## src/rtl/dma_mode_pkg.sv

```systemverilog
package dma_mode_pkg;

  // Base codes of the three transfer families; the search runs in index order.
  localparam int unsigned ULTRA_BASE = 32'h40;
  localparam int unsigned MWORD_BASE = 32'h20;
  localparam int unsigned SWORD_BASE = 32'h10;
  localparam int unsigned NUM_CLS    = 3;

  // Ultra mask bits that need an 80-wire cable, and the highest mode that does not.
  localparam int unsigned CLIP_LO      = 3;
  localparam int unsigned CLIP_HI      = 6;
  localparam int unsigned CABLE_LIMIT  = ULTRA_BASE + CLIP_LO - 1;

  // Largest legacy single-word timing number that maps to a mask.
  localparam int unsigned SW_TIMING_MAX = 2;

  typedef enum logic [1:0] {
    CLS_ULTRA = 2'd0,
    CLS_MWORD = 2'd1,
    CLS_SWORD = 2'd2
  } dma_cls_e;

endpackage

```

## src/rtl/dma_class_mask.sv

```systemverilog
module dma_class_mask #(
  parameter int unsigned MASK_W  = 8,
  parameter int unsigned CLIP_LO = 3,
  parameter int unsigned CLIP_HI = 6
) (
  input  logic              gate_i,
  input  logic [MASK_W-1:0] drv_i,
  input  logic [MASK_W-1:0] host_i,
  input  logic [MASK_W-1:0] alt_i,
  input  logic              clip_req_i,
  output logic [MASK_W-1:0] mask_o
);

  localparam logic [MASK_W-1:0] KEEP_MASK = MASK_W'((1 << CLIP_LO) - 1);
  localparam logic [MASK_W-1:0] HIGH_MASK = MASK_W'((1 << (CLIP_HI + 1)) - 1) & ~KEEP_MASK;

  logic [MASK_W-1:0] common;

  // A family whose validity flag is clear falls back to the alternate mask.
  always_comb begin
    common = gate_i ? (drv_i & host_i) : alt_i;
    if (clip_req_i && ((common & HIGH_MASK) != '0)) begin
      mask_o = common & KEEP_MASK;
    end else begin
      mask_o = common;
    end
  end

endmodule

```

## src/rtl/dma_mode_pick.sv

```systemverilog
module dma_mode_pick #(
  parameter int unsigned MODE_W = 8,
  parameter int unsigned MASK_W = 8,
  parameter int unsigned NCLS   = 3,
  parameter int unsigned IDX_W  = $clog2(MASK_W)
) (
  input  logic [NCLS-1:0][MASK_W-1:0] mask_i,
  input  logic [NCLS-1:0][MODE_W-1:0] base_i,
  input  logic [MODE_W-1:0]           req_mode_i,
  output logic [MODE_W-1:0]           found_o
);

  function automatic logic [IDX_W-1:0] top_bit(input logic [MASK_W-1:0] m);
    logic [IDX_W-1:0] idx;
    idx = '0;
    for (int b = 0; b < MASK_W; b++) begin
      if (m[b]) idx = IDX_W'(b);
    end
    return idx;
  endfunction

  // Walk from the slowest family upwards so that the fastest eligible one
  // (index 0) is the last writer and wins.
  always_comb begin
    found_o = '0;
    for (int c = NCLS - 1; c >= 0; c--) begin
      if ((req_mode_i >= base_i[c]) && (mask_i[c] != '0)) begin
        found_o = base_i[c] + MODE_W'(top_bit(mask_i[c]));
      end
    end
  end

endmodule

```

## src/rtl/dma_mode_sel.sv

```systemverilog
module dma_mode_sel
  import dma_mode_pkg::*;
#(
  parameter int unsigned MODE_W  = 8,
  parameter int unsigned MASK_W  = 8,
  parameter int unsigned TMODE_W = 8
) (
  input  logic              clk,
  input  logic              rst_n,
  input  logic              req_i,
  input  logic [MODE_W-1:0] req_mode_i,
  input  logic [2:1]        id_valid_i,
  input  logic [MASK_W-1:0] drv_udma_i,
  input  logic [MASK_W-1:0] drv_mwdma_i,
  input  logic [MASK_W-1:0] drv_swdma_i,
  input  logic [MASK_W-1:0] host_udma_i,
  input  logic [MASK_W-1:0] host_mwdma_i,
  input  logic [MASK_W-1:0] host_swdma_i,
  input  logic              cable80_i,
  input  logic [TMODE_W-1:0] sw_timing_i,
  input  logic              is_disk_i,
  input  logic              host_no_atapi_i,
  output logic [MODE_W-1:0] mode_o,
  output logic              valid_o
);

  localparam int unsigned NCLS = NUM_CLS;
  localparam logic [NCLS-1:0][MODE_W-1:0] CLS_BASE = {
    MODE_W'(SWORD_BASE), MODE_W'(MWORD_BASE), MODE_W'(ULTRA_BASE)
  };
  localparam logic [MASK_W-1:0] ULTRA_HIGH =
    MASK_W'((1 << (CLIP_HI + 1)) - 1) & ~MASK_W'((1 << CLIP_LO) - 1);

  // Legacy timing number -> single-word mask: 0 -> 1, 1 -> 3, 2 -> 7.
  function automatic logic [MASK_W-1:0] legacy_mask(input logic [TMODE_W-1:0] t);
    if (t <= TMODE_W'(SW_TIMING_MAX)) return MASK_W'((2 << t) - 1);
    return '0;
  endfunction

  function automatic logic [MODE_W-1:0] min_mode(input logic [MODE_W-1:0] a,
                                                 input logic [MODE_W-1:0] b);
    return (a < b) ? a : b;
  endfunction

  // Named internal events, observed by the assertions below.
  logic                          clip_req;
  logic                          atapi_block;
  logic [NCLS-1:0]               cls_gate;
  logic [NCLS-1:0]               cls_clip;
  logic [NCLS-1:0][MASK_W-1:0]   cls_drv;
  logic [NCLS-1:0][MASK_W-1:0]   cls_host;
  logic [NCLS-1:0][MASK_W-1:0]   cls_alt;
  logic [NCLS-1:0][MASK_W-1:0]   cls_mask;
  logic [MODE_W-1:0]             found_mode;
  logic [MODE_W-1:0]             next_mode;
  logic [MODE_W-1:0]             mode_q;
  logic                          valid_q;

  assign clip_req    = (req_mode_i > MODE_W'(CABLE_LIMIT)) && !cable80_i;
  assign atapi_block = !is_disk_i && host_no_atapi_i;

  always_comb begin
    cls_gate[CLS_ULTRA] = id_valid_i[2];
    cls_gate[CLS_MWORD] = id_valid_i[1];
    cls_gate[CLS_SWORD] = id_valid_i[1];
    cls_clip            = '0;
    cls_clip[CLS_ULTRA] = clip_req;
    cls_drv[CLS_ULTRA]  = drv_udma_i;
    cls_drv[CLS_MWORD]  = drv_mwdma_i;
    cls_drv[CLS_SWORD]  = drv_swdma_i;
    cls_host[CLS_ULTRA] = host_udma_i;
    cls_host[CLS_MWORD] = host_mwdma_i;
    cls_host[CLS_SWORD] = host_swdma_i;
    cls_alt             = '0;
    cls_alt[CLS_SWORD]  = legacy_mask(sw_timing_i) & host_swdma_i;
  end

  for (genvar c = 0; c < NCLS; c++) begin : g_cls
    dma_class_mask #(
      .MASK_W  (MASK_W),
      .CLIP_LO (CLIP_LO),
      .CLIP_HI (CLIP_HI)
    ) u_mask (
      .gate_i     (cls_gate[c]),
      .drv_i      (cls_drv[c]),
      .host_i     (cls_host[c]),
      .alt_i      (cls_alt[c]),
      .clip_req_i (cls_clip[c]),
      .mask_o     (cls_mask[c])
    );
  end

  dma_mode_pick #(
    .MODE_W (MODE_W),
    .MASK_W (MASK_W),
    .NCLS   (NCLS)
  ) u_pick (
    .mask_i     (cls_mask),
    .base_i     (CLS_BASE),
    .req_mode_i (req_mode_i),
    .found_o    (found_mode)
  );

  assign next_mode = atapi_block ? '0 : min_mode(found_mode, req_mode_i);

  always_ff @(posedge clk or negedge rst_n) begin
    if (!rst_n) begin
      mode_q  <= '0;
      valid_q <= 1'b0;
    end else begin
      valid_q <= req_i;
      if (req_i) mode_q <= next_mode;
    end
  end

  assign mode_o  = mode_q;
  assign valid_o = valid_q;

  // one valid pulse per strobe, nothing without a strobe
  p_valid_after_req_r2: assert property (@(posedge clk) disable iff (!rst_n)
    req_i |=> valid_o);
  p_no_valid_idle_r2: assert property (@(posedge clk) disable iff (!rst_n)
    !req_i |=> !valid_o);
  p_mode_hold_r2: assert property (@(posedge clk) disable iff (!rst_n)
    !req_i |=> $stable(mode_o));

  // the captured mode never exceeds the request it answered
  p_cap_by_req_r9: assert property (@(posedge clk) disable iff (!rst_n)
    req_i |=> (mode_o <= $past(req_mode_i)));

  // non-disk media under the host prohibition get no DMA
  p_atapi_block_r10: assert property (@(posedge clk) disable iff (!rst_n)
    (req_i && !is_disk_i && host_no_atapi_i) |=> (mode_o == '0));

  // no cable-dependent Ultra bit survives the clip
  p_cable_clip_r7: assert property (@(posedge clk) disable iff (!rst_n)
    clip_req |-> ((cls_mask[CLS_ULTRA] & ULTRA_HIGH) == '0));

  // the validity flags gate the Ultra and multiword families
  p_ultra_gate_r6: assert property (@(posedge clk) disable iff (!rst_n)
    !id_valid_i[2] |-> (cls_mask[CLS_ULTRA] == '0));
  p_mword_gate_r6: assert property (@(posedge clk) disable iff (!rst_n)
    !id_valid_i[1] |-> (cls_mask[CLS_MWORD] == '0));

  // a request below the slowest base never finds a mode
  p_below_base_r4: assert property (@(posedge clk) disable iff (!rst_n)
    (req_mode_i < MODE_W'(SWORD_BASE)) |-> (found_mode == '0));

endmodule

```

## config.mk

```make
export PLATFORM = sky130hd
export DESIGN_NAME = dma_mode_sel
export DESIGN_NICKNAME = d
export VERILOG_FILES = /design/src/rtl/dma_mode_pkg.sv /design/src/rtl/dma_class_mask.sv /design/src/rtl/dma_mode_pick.sv /design/src/rtl/dma_mode_sel.sv
export SDC_FILE = /design/constraint.sdc
export NUM_CORES = 1
export LEC_CHECK = 0
export ABC_CLOCK_PERIOD_IN_PS = 800
export BUFFER_PORTS_ARGS = -buffer_cell sky130_fd_sc_hd__buf_2
export CORE_MARGIN = 1.5
export CORE_UTILIZATION = 45
export CTS_CLUSTER_DIAMETER = 150
export CTS_CLUSTER_SIZE = 25
export DETAILED_ROUTE_END_ITERATION = 7
export PLACE_DENSITY = 0.87
export SETUP_SLACK_MARGIN = 0.4
export SYNTH_ARGS = -nofsm -noshare
export SYNTH_HDL_FRONTEND = slang
export SYNTH_SLANG_ARGS = --single-unit
```

## constraint.sdc

```tcl
create_clock -name clk -period 0.8 [get_ports clk]
set_input_delay 0.04 -clock clk [delete_from_list [all_inputs] [get_ports clk]]
set_output_delay 0.04 -clock clk [all_outputs]
set_load 0.02 [all_outputs]
```

==> out/metrics.cfg, run 1 <==
[hold_path]
hold_class = primary input to flop

[place]
gp_congestion = 0.9881
hpwlAfterDp_um = 4438
io_buffers = 80

[layout]
final_util = 0.8658
layout_common_cells = buf_4, buf_2, nand2_1
nets = 409
final_common_cell = buf_4
area_delta_synth_final_pct = 84.55
drive_gt1_frac = 0.6182
diodes = 0

[drt]
totalWireLength_um = 7274
post_drt_wl_per_cell_um = 20.04
via_per_inst = 6.388
first_iter_violations = 258
drc_errors = 0
num_vias = 2319
first_pass_iters = 5
postRouteAntennaNets = 0

[yosys]
syn_area_per_cell_sq_um = 7.960
async_flop_share = 1.000
yosys_warnings = 0
synth_edf_count = 0
synth_area_leaders = dfrtp_1, nand2_1, ha_1
ys_seq_area_frac = 0.1599
synth_nets = 255
yosysUniqueCellTypes = 62
syn_area_sq_um = 1409
synth_top_area_cell = dfrtp_1
ys_ff_latch = 9
synth_cells = 177
synth_ff_type = dfrtp_1
synth_top_area_frac = 0.1599

[global_routing]
grt_pass1_wl_um = 10180
overflow = 0
grt_use_met1 = 0.4696
busiest_layer = met2
met3_usage = 0.06813
track_usage = 0.3887
grt_max_degree = 11
grt_pass1_vias = 2209
antenna_found_initial = 0
gr-usage-met2 = 0.6889

[floorplan]
dieHeight_um = 58.96
rows = 20
die_x_um = 58.96
dieArea_sq_um = 3476
initial_core_util = 0.4692
coreArea_sq_um = 3003
io_pins = 81

[sta]
min_period_ns = 3.534
setup_ws_ns = -2.734
skew_ns = 0
max_freq_ghz = 0.2830
tightest_slew_ns = 0.7497
grt_setup_unrepaired = true
setup_viol_count_final = 16
setup_tns_ns = -19.35
slew_violations = 0
hold_viol = 0
period_share = 4.417
max_slew_margin = 0.4990

[worst_setup_path]
r2r-start = mode_o[4]$_DFFE_PN0P_
endpoint = mode_o[4]$_DFFE_PN0P_
worst-setup-path-type = primary input to flop
cp_max_fo = 6
start_kind = primary input
slowest_delay_ns = 0.54
worstReg2RegEnd = mode_o[4]$_DFFE_PN0P_
cp_data_required_time_ns = 1.01
reg2regPathDepth = 2
critPathArrivalTime_ns = 3.74
crit_slowest_cell = or4_4
startpoint = sw_timing_i[7]
end_kind = flop
cp_cell_sequence = buf_6 -> or4_4 -> nor3_4 -> nand2_1 -> ha_2 -> or3b_4 -> a211oi_2 -> a31oi_2 -> and3_4 -> a211o_4 -> inv_4 -> ha_4 -> and4_4 -> nand4_1 -> o32a_4 -> o221ai_2
reg2reg_slack_ns = -0.10

[pwr]
peakVddDrop_mv = 1.021
powerDensity_nw_per_um2 = 1041
power_leakage_nw = 1.300

[clock_network]
cts.clk_slew.worst_paths_ns = 0.09
max-clock-path-buffers = 2
clock-sinks = 9
numCtsBuffers = 3
clk_latency_ns = 0.29
ctsHtreeMaxLevel = 1
tritoncts = built
root_buffer = clkbuf_4

[flow_run]
maxCapViolations = 0

[run_status]
violations = negative setup slack
status = finished, violations left

-- how the worst min path moves through the flow --
| stage | start | end | slack (ns) | cells past startpoint |
|---|---|---|---|---|
| finish | req_i | valid_o$_DFF_PN0_ | 0.09 | 2 |
| global route | req_i | valid_o$_DFF_PN0_ | 0.09 | 2 |
| CTS | req_i | valid_o$_DFF_PN0_ | 0.08 | 2 |
| detailed placement | rst_n | mode_o[7]$_DFFE_PN0P_ | -0.1 | 1 |
| global placement | rst_n | valid_o$_DFF_PN0_ | -0.11 | 1 |
| floorplan | rst_n | mode_o[0]$_DFFE_PN0P_ | -0.26 | 0 |
-- through the flow --
stage / hold WS (ns) / cell area [sq um] / setup slack (ns) / instances / total power, W
global route: 0.09309 / 2600 / -2.876 / 363 / 0.002783
detailed placement: -0.09870 / 2409 / -2.926 / 354 / 0.001996
finish: 0.08720 / 2600 / -2.734 / 363 / 0.002706
CTS: 0.07954 / 2555 / -2.564 / 362 / 0.002515
floorplan: -0.2556 / 1491 / -2.680 / 177 / 0.001255
global placement: -0.1078 / 2409 / -2.767 / 354 / 0.001930
-- cell type report --
cell class / count / area, sq um
Clock buffer: 4 / 26.28
Tap cell: 33 / 41.29
Sequential cell: 9 / 230.2
Multi-Input combinational cell: 151 / 1225
Fill cell: 149 / 402.9
Timing Repair Buffer: 152 / 1015
Inverter: 14 / 62.56
-- routing by layer --
metal	up-vias	wire, um
met5	-	0
met3	71	814
met1	1021	2538
met4	0	537
li1	998	-
met2	229	3383
-- synthesized netlist by cell type, drive strengths merged (2+ instances only) --
library cell	instances
a22oi	4
a21o	2
a41oi	2
a211oi	6
nand3	8
a31oi	2
and3	3
a2111oi	2
ha	6
buf	2
o221ai	6
o211ai	2
inv	13
nand2	24
o2111ai	2
o21a	3
a22o	3
dfrtp	9
o21bai	2
or2b	6
or4	2
nor3	3
nand4	3
o21ai	10
and2	2
nor2	9
nand2b	7
a21oi	8
a31o	4
-- power breakdown --
part	internal (W)	switching [W]	total [W]	leakage, nW
clock	0.000194	0.000214	0.000408	0.0150
sequential	0.000515	0.0000585	0.000574	0.112
combinational	0.000879	0.000845	0.00172	1.17
-- cell families after synthesis --
logic type,after synthesis,share of synthesized area
flip-flops,9,0.1599
buffers and inverters,17,0.06038
AO/OA/AOI/OAI,69,0.4219
XOR/XNOR,1,0.006218
AND/OR/NAND/NOR,75,0.2984
adder cells (fa/ha/maj),6,0.05328
-- critical path, delay by kind of cell --
kind / cells / cell delay, ns
simple gates: 7 / 1.79
compound gates: 5 / 1.38
fa+ha+maj: 2 / 0.34
buf+inv: 2 / 0.18
-- state kept, by name, indices dropped and copies added (netlist names) --
name,count
mode_o,8
valid_o,1
-- timing repair --
item                                   4_1_cts  5_1_grt
pin swaps                                    9        3
setup endpoints to repair                   17       23
endpoints found under the hold margin        9        0
setup buffers                                3        1
hold buffers                                 1        0
resized for setup                           23       10
(Power assumes the default switching activity.)
==> run 2: changes to the inputs <==
--- a/config.mk
+++ b/config.mk
@@ -8,11 +8,11 @@
 export ABC_CLOCK_PERIOD_IN_PS = 800
 export BUFFER_PORTS_ARGS = -buffer_cell sky130_fd_sc_hd__buf_2
 export CORE_MARGIN = 1.5
-export CORE_UTILIZATION = 45
+export CORE_UTILIZATION = 42
 export CTS_CLUSTER_DIAMETER = 150
 export CTS_CLUSTER_SIZE = 25
 export DETAILED_ROUTE_END_ITERATION = 7
-export PLACE_DENSITY = 0.87
+export PLACE_DENSITY = 0.82
 export SETUP_SLACK_MARGIN = 0.4
 export SYNTH_ARGS = -nofsm -noshare
 export SYNTH_HDL_FRONTEND = slang
==> run 2 against run 1 <==
The run still ends with negative setup slack left. Sequential share of layout area shrank 0.16 points. Global-route usage is 6.0 points lower. Clock-buffer cell count stayed put. Worst setup slack improved by 0.12 ns. Critical endpoint is now mode_o[6]$_DFFE_PN0P_. Largest power group unchanged. Highest routed layer unchanged.
==> out/metrics.cfg, run 2 (synthesis gave the netlist of run 1 again) <==
[worst_setup_path]
cp_data_required_time_ns = 0.98  ; -0.03 ns
r2r-start = mode_o[4]$_DFFE_PN0P_
critPathArrivalTime_ns = 3.60  ; -0.14 ns
worst-setup-path-type = primary input to flop
end_kind = flop
startpoint = sw_timing_i[7]
start_kind = primary input
cp_max_fo = 6  ; unchanged

[floorplan]
io_pins = 81  ; unchanged
coreArea_sq_um = 3128  ; +4.2%
dieArea_sq_um = 3711  ; +6.8%
die_x_um = 60.92  ; +3.3%
dieHeight_um = 60.92  ; +3.3%
rows = 20  ; unchanged
initial_core_util = 0.4504  ; -0.01877

[place]
hpwlAfterDp_um = 4179  ; -5.8%
io_buffers = 80  ; unchanged
gp_congestion = 0.8696  ; -12%
dpl_worst_slack_ns = -2.901  ; +0.02515 ns

[clock_network]
max-clock-path-buffers = 2  ; unchanged
clock-sinks = 9  ; unchanged
numCtsBuffers = 3  ; unchanged
ctsHtreeMaxLevel = 1  ; unchanged
tritoncts = built
clk_latency_ns = 0.28  ; about the same
root_buffer = clkbuf_4
cts.clk_slew.worst_paths_ns = 0.07  ; -0.02 ns

[run_status]
status = finished, violations left
violations = negative setup slack

[layout]
seqCellArea_sq_um = 230.2  ; unchanged
layout_common_cells = buf_4, buf_2, nand2_1
area_delta_synth_final_pct = 88.01
multiInputGateArea_sq_um = 1225  ; unchanged
largest_reg_flops = 8  ; unchanged
nets = 413  ; +0.98%
final_common_cell = buf_4
regMostFlops = mode_o
drive_gt1_frac = 0.6257  ; +0.007567
fillers = 171  ; +15%

[global_routing]
antenna_found_initial = 0  ; unchanged
grt_pass1_vias = 1993  ; -9.8%
grt_max_degree = 11  ; unchanged
grt_pass1_wl_um = 8866  ; -13%
overflow = 0  ; unchanged
track_usage = 0.3284  ; -0.06033

[sta]
setup_viol_count_final = 16  ; unchanged
period_share = 4.274  ; -0.1438
max_freq_ghz = 0.2925  ; +3.4%
slew_violations = 0  ; unchanged
setup_ws_ns = -2.619  ; +0.1150 ns
max_slew_margin = 0.6619  ; +0.1630
grt_setup_unrepaired = true
skew_ns = 0  ; unchanged
hold_viol = 0  ; unchanged
tightest_slew_ns = 0.5059  ; -0.2438 ns
min_period_ns = 3.419  ; -0.1150 ns

[flow_run]
maxCapViolations = 0  ; unchanged

[pwr]
p_total_w = 0.002644  ; -2.3%
peakVddDrop_mv = 1.126  ; +10%
powerDensity_nw_per_um2 = 998.2  ; -4.1%
power_leakage_nw = 1.325  ; +1.9%

[drt]
num_vias = 2203  ; -5.0%
postRouteAntennaNets = 0  ; unchanged
totalWireLength_um = 6574  ; -9.6%
first_iter_violations = 104  ; -60%
first_pass_iters = 5  ; unchanged
via_per_inst = 5.813  ; -9.0%
post_drt_wl_per_cell_um = 17.35  ; -13%
drc_errors = 0  ; unchanged

[hold_path]
hp-start = req_i
hold_class = primary input to flop

[run 2: cell count changes in the layout (fill, tap and decap cells not counted), moves of 2 or more]
cell,change
inv_4,-2
buf_6,+2
inv_2,+2
buf_4,+2
[run 2: area by class of cell]
type,count,area share
diodes,1,0.0009447
clock buffers,4,0.009920
inverters,14,0.02173
multi-input cells,151,0.4624
flip-flops and latches,9,0.08692
well taps,44,0.02078
repair buffers,156,0.3973
[run 2: per-layer routing]
layer	global-route usage	vias up	wire (um)
met3	0.06610	36	534
met4	0.2205	0	323
met2	0.5899	166	3304
met5	0	-	0
met1	0.3419	996	2412
li1	-	1005	-
[run 2: what timing repair did]
action,CTS,global route
endpoints found under the setup margin,17,19
pin swaps,13,7
setup buffers,4,2
hold endpoints to repair,9,0
hold buffers,1,0
resized for setup,25,9
[run 2: worst max-delay path, cell delays in order]
cell and delay, ns:
buf_6 0.09, or4_4 0.55, nor3_4 0.14, nand2_1 0.08, ha_2 0.18, or3b_1 0.36, a211oi_2 0.24, a31oi_2 0.15
and3_4 0.18, a211o_4 0.34, o221a_4 0.28, inv_2 0.07, ha_4 0.13, or2b_4 0.12, a2111oi_4 0.03, o32a_4 0.39
o221ai_2 0.21
[run 2: final timing paths]
check                                         to  slack [ns]  cells past startpoint
max                        mode_o[6]$_DFFE_PN0P_       -2.62                     17
min                            valid_o$_DFF_PN0_         0.1                      2
max reg2reg                mode_o[4]$_DFFE_PN0P_       -0.10                      2
min reg2reg                mode_o[1]$_DFFE_PN0P_        0.53                      2
max in group asynchronous  mode_o[3]$_DFFE_PN0P_        0.48                      2
min in group asynchronous  mode_o[4]$_DFFE_PN0P_        0.16                      2
[run 2: report_power, final]
| part | leakage (nW) | switching, W | internal (W) |
|---|---|---|---|
| registers | 0.112 | 0.0000518 | 0.000515 |
| logic | 1.20 | 0.000798 | 0.000885 |
| clock network | 0.0150 | 0.000201 | 0.000193 |
| total | 1.33 | 0.00105 | 0.00159 |
[run 2: stage by stage]
| step | cell area, sq um | util | setup TNS (ns) | instances | hold WS (ns) |
|---|---|---|---|---|---|
| finish | 2649 | 0.8468 | -18.42 | 379 | 0.09741 |
| global route | 2646 | 0.8460 | -19.23 | 378 | 0.1033 |
| floorplan | 1491 | - | -18.22 | 177 | -0.2556 |
| detailed placement | 2437 | 0.7792 | -19.87 | 367 | -0.09941 |
| global placement | 2437 | 0.7792 | -19.07 | 367 | -0.1061 |
| CTS | 2596 | 0.8300 | -17.88 | 376 | 0.07530 |
==> run 3: changes to the inputs <==
--- a/config.mk
+++ b/config.mk
@@ -7,12 +7,14 @@
 export LEC_CHECK = 0
 export ABC_CLOCK_PERIOD_IN_PS = 800
 export BUFFER_PORTS_ARGS = -buffer_cell sky130_fd_sc_hd__buf_2
+export CELL_PAD_IN_SITES_DETAIL_PLACEMENT = 0
+export CELL_PAD_IN_SITES_GLOBAL_PLACEMENT = 1
 export CORE_MARGIN = 1.5
-export CORE_UTILIZATION = 42
+export CORE_UTILIZATION = 30
 export CTS_CLUSTER_DIAMETER = 150
 export CTS_CLUSTER_SIZE = 25
 export DETAILED_ROUTE_END_ITERATION = 7
-export PLACE_DENSITY = 0.82
+export PLACE_DENSITY = 0.85
 export SETUP_SLACK_MARGIN = 0.4
 export SYNTH_ARGS = -nofsm -noshare
 export SYNTH_HDL_FRONTEND = slang
==> run 3 against run 2 <==
The run ends with design-rule violations, negative setup slack left. Global-route usage fell by 13 points. Largest power group unchanged. First-iteration DRC count shrank 43%. Clock-buffer cell count unchanged. Sequential share of layout area rose by 0.12 points. Critical path type unchanged. Final cell count is 1.1% higher.
==> out/metrics.cfg, run 3 (synthesis gave the netlist of run 1 again) <==
[run_status]
status = finished, violations left
violations = design-rule violations, negative setup slack

[clock_network]
post_cts_buffers = 0  ; -4
clk_latency_ns = 0.24  ; -0.04 ns
numCtsBuffers = 3  ; unchanged
cts.clk_slew.worst_paths_ns = 0.05  ; -0.02 ns
root_buffer = clkbuf_8
clock-sinks = 9  ; unchanged
max-clock-path-buffers = 2  ; unchanged
ctsHtreeMaxLevel = 1  ; unchanged
tritoncts = built

[drt]
via_per_inst = 5.206  ; -10%
first_iter_violations = 59  ; -43%
postRouteAntennaNets = 0  ; unchanged
totalWireLength_um = 5081  ; -23%
first_pass_iters = 6  ; +1
post_drt_wl_per_cell_um = 13.27  ; -24%
drc_errors = 5  ; +5
num_vias = 1994  ; -9.5%

[floorplan]
dieArea_sq_um = 5117  ; +38%
io_pins = 81  ; unchanged
coreArea_sq_um = 4444  ; +42%
die_x_um = 71.53  ; +17%
initial_core_util = 0.3170  ; -0.1334
dieHeight_um = 71.53  ; +17%
rows = 24  ; +20%

[worst_setup_path]
critPathBufInv = 2  ; unchanged
crit_slowest_cell = or4_4
cp_cell_sequence = buf_6 -> or4_4 -> nor3_4 -> nand2_1 -> ha_2 -> or3b_1 -> a211oi_2 -> a31oi_1 -> and3_4 -> a211o_4 -> inv_2 -> ha_1 -> and4_4 -> nand4_1 -> o32a_4 -> o221ai_2
reg2reg_slack_ns = -0.04  ; +0.06 ns
end_kind = flop
path_depth = 16  ; -1
path_delay_family = simple AND/OR/NAND/NOR gates
start_kind = primary input
critPathArrivalTime_ns = 3.47  ; -0.13 ns
cp_data_required_time_ns = 0.94  ; -0.04 ns
worstReg2RegEnd = mode_o[0]$_DFFE_PN0P_
slowest_delay_ns = 0.54  ; about the same
r2r-start = mode_o[0]$_DFFE_PN0P_
cp_max_fo = 6  ; unchanged
startpoint = sw_timing_i[5]
reg2regPathDepth = 2  ; unchanged
worst-setup-path-type = primary input to flop
endpoint = mode_o[1]$_DFFE_PN0P_

[pwr]
power_leakage_nw = 1.307  ; -1.4%
powerDensity_nw_per_um2 = 1009  ; +1.0%
peakVddDrop_mv = 0.6757  ; -40%
p_total_w = 0.002636  ; -0.29%

[global_routing]
antenna_found_initial = 0  ; unchanged
grt_pass1_vias = 1978  ; -0.75%
overflow = 0  ; unchanged
grt_max_degree = 11  ; unchanged
grt_pass1_wl_um = 8231  ; -7.2%
track_usage = 0.1977  ; -0.1307

[place]
dpl_worst_slack_ns = -2.836  ; +0.06534 ns
gp_congestion = 0.8620  ; -0.87%
io_buffers = 80  ; unchanged
place_area_sq_um = 2470  ; +1.3%
hpwlAfterDp_um = 4308  ; +3.1%
dp_cells = 378  ; +3.0%

[sta]
setup_ws_ns = -2.526  ; +0.09297 ns
max_slew_margin = 0.6856  ; +0.02372
skew_ns = 0  ; unchanged
slew_violations = 0  ; unchanged
hold_viol = 0  ; unchanged
period_share = 4.157  ; -0.1162
min_period_ns = 3.326  ; -0.09297 ns
tightest_slew_ns = 0.4704  ; -0.03549 ns
setup_viol_count_final = 14  ; -2
max_freq_ghz = 0.3007  ; +2.8%
grt_setup_unrepaired = true

[flow_run]
maxCapViolations = 0  ; unchanged

[layout]
diodes = 0  ; -1
final_common_cell = buf_4
area_delta_synth_final_pct = 85.52
final_design_area_no_fill_sq_um = 2614  ; -1.3%
largest_reg_flops = 8  ; unchanged
layout_common_cells = buf_4, buf_2, nand2_1
final_cells = 383  ; +1.1%
nets = 410  ; -0.73%
regMostFlops = mode_o
final_util = 0.5881  ; -0.2587
drive_gt1_frac = 0.6133  ; -0.01246
fillers = 385  ; +130%

[hold_path]
hold_class = primary input to flop

==> run 3: cell types whose count changed in the layout (fill, tap and decap cells not counted), sizes merged <==
cell,change
buf,-3
diode,-1
==> run 3: routing by layer <==
| layer | vias to the layer above | global-route usage | part of all wire |
|---|---|---|---|
| met2 | 67 | 0.3603 | 0.50 |
| met4 | 0 | 0.03564 | 0.0091 |
| met5 | - | 0 | 0 |
| met1 | 918 | 0.2480 | 0.43 |
| met3 | 6 | 0.03235 | 0.060 |
| li1 | 1003 | - | - |
==> run 3: per-stage QoR <==
step / setup TNS, ns / hold WS, ns
floorplan: -18.22 / -0.2556
global placement: -18.89 / -0.1056
detailed placement: -19.44 / -0.1028
CTS: -17.12 / 0.1190
global route: -18.28 / 0.1558
finish: -17.24 / 0.1438
==> run 3: timing repair <==
| item | in CTS | in global routing |
|---|---|---|
| hold buffers | 1 | 0 |
| hold endpoints to repair | 9 | 0 |
| gates resized for setup | 22 | 5 |
| endpoints found under the setup margin | 17 | 26 |
| pin swaps | 4 | 2 |
==> run 3: report_power, final <==
part           switching, W  total (W)  internal (W)
sequential        0.0000488   0.000566      0.000518
combinational      0.000697    0.00154      0.000839
clock              0.000186   0.000534      0.000348
==> run 3: how the worst min path moves through the flow <==
| stage | start | to | slack, ns | cells past startpoint |
|---|---|---|---|---|
| 2_1_floorplan | rst_n | mode_o[0]$_DFFE_PN0P_ | -0.26 | 0 |
| 3_3_place_gp | rst_n | valid_o$_DFF_PN0_ | -0.11 | 1 |
| 3_5_place_dp | rst_n | valid_o$_DFF_PN0_ | -0.10 | 1 |
| 4_1_cts | req_i | valid_o$_DFF_PN0_ | 0.12 | 2 |
| 5_1_grt | req_i | valid_o$_DFF_PN0_ | 0.16 | 2 |
| 6_report | req_i | valid_o$_DFF_PN0_ | 0.14 | 2 |
==> run 3: final cells by class <==
type                            count  area (sq um)  area share
Sequential cell                     9         230.2     0.08808
Tap cell                           52         65.06     0.02489
Clock buffer                        4         45.04     0.01723
Inverter                           14         57.56     0.02202
Timing Repair Buffer              153          1016      0.3887
Multi-Input combinational cell    151          1200      0.4591
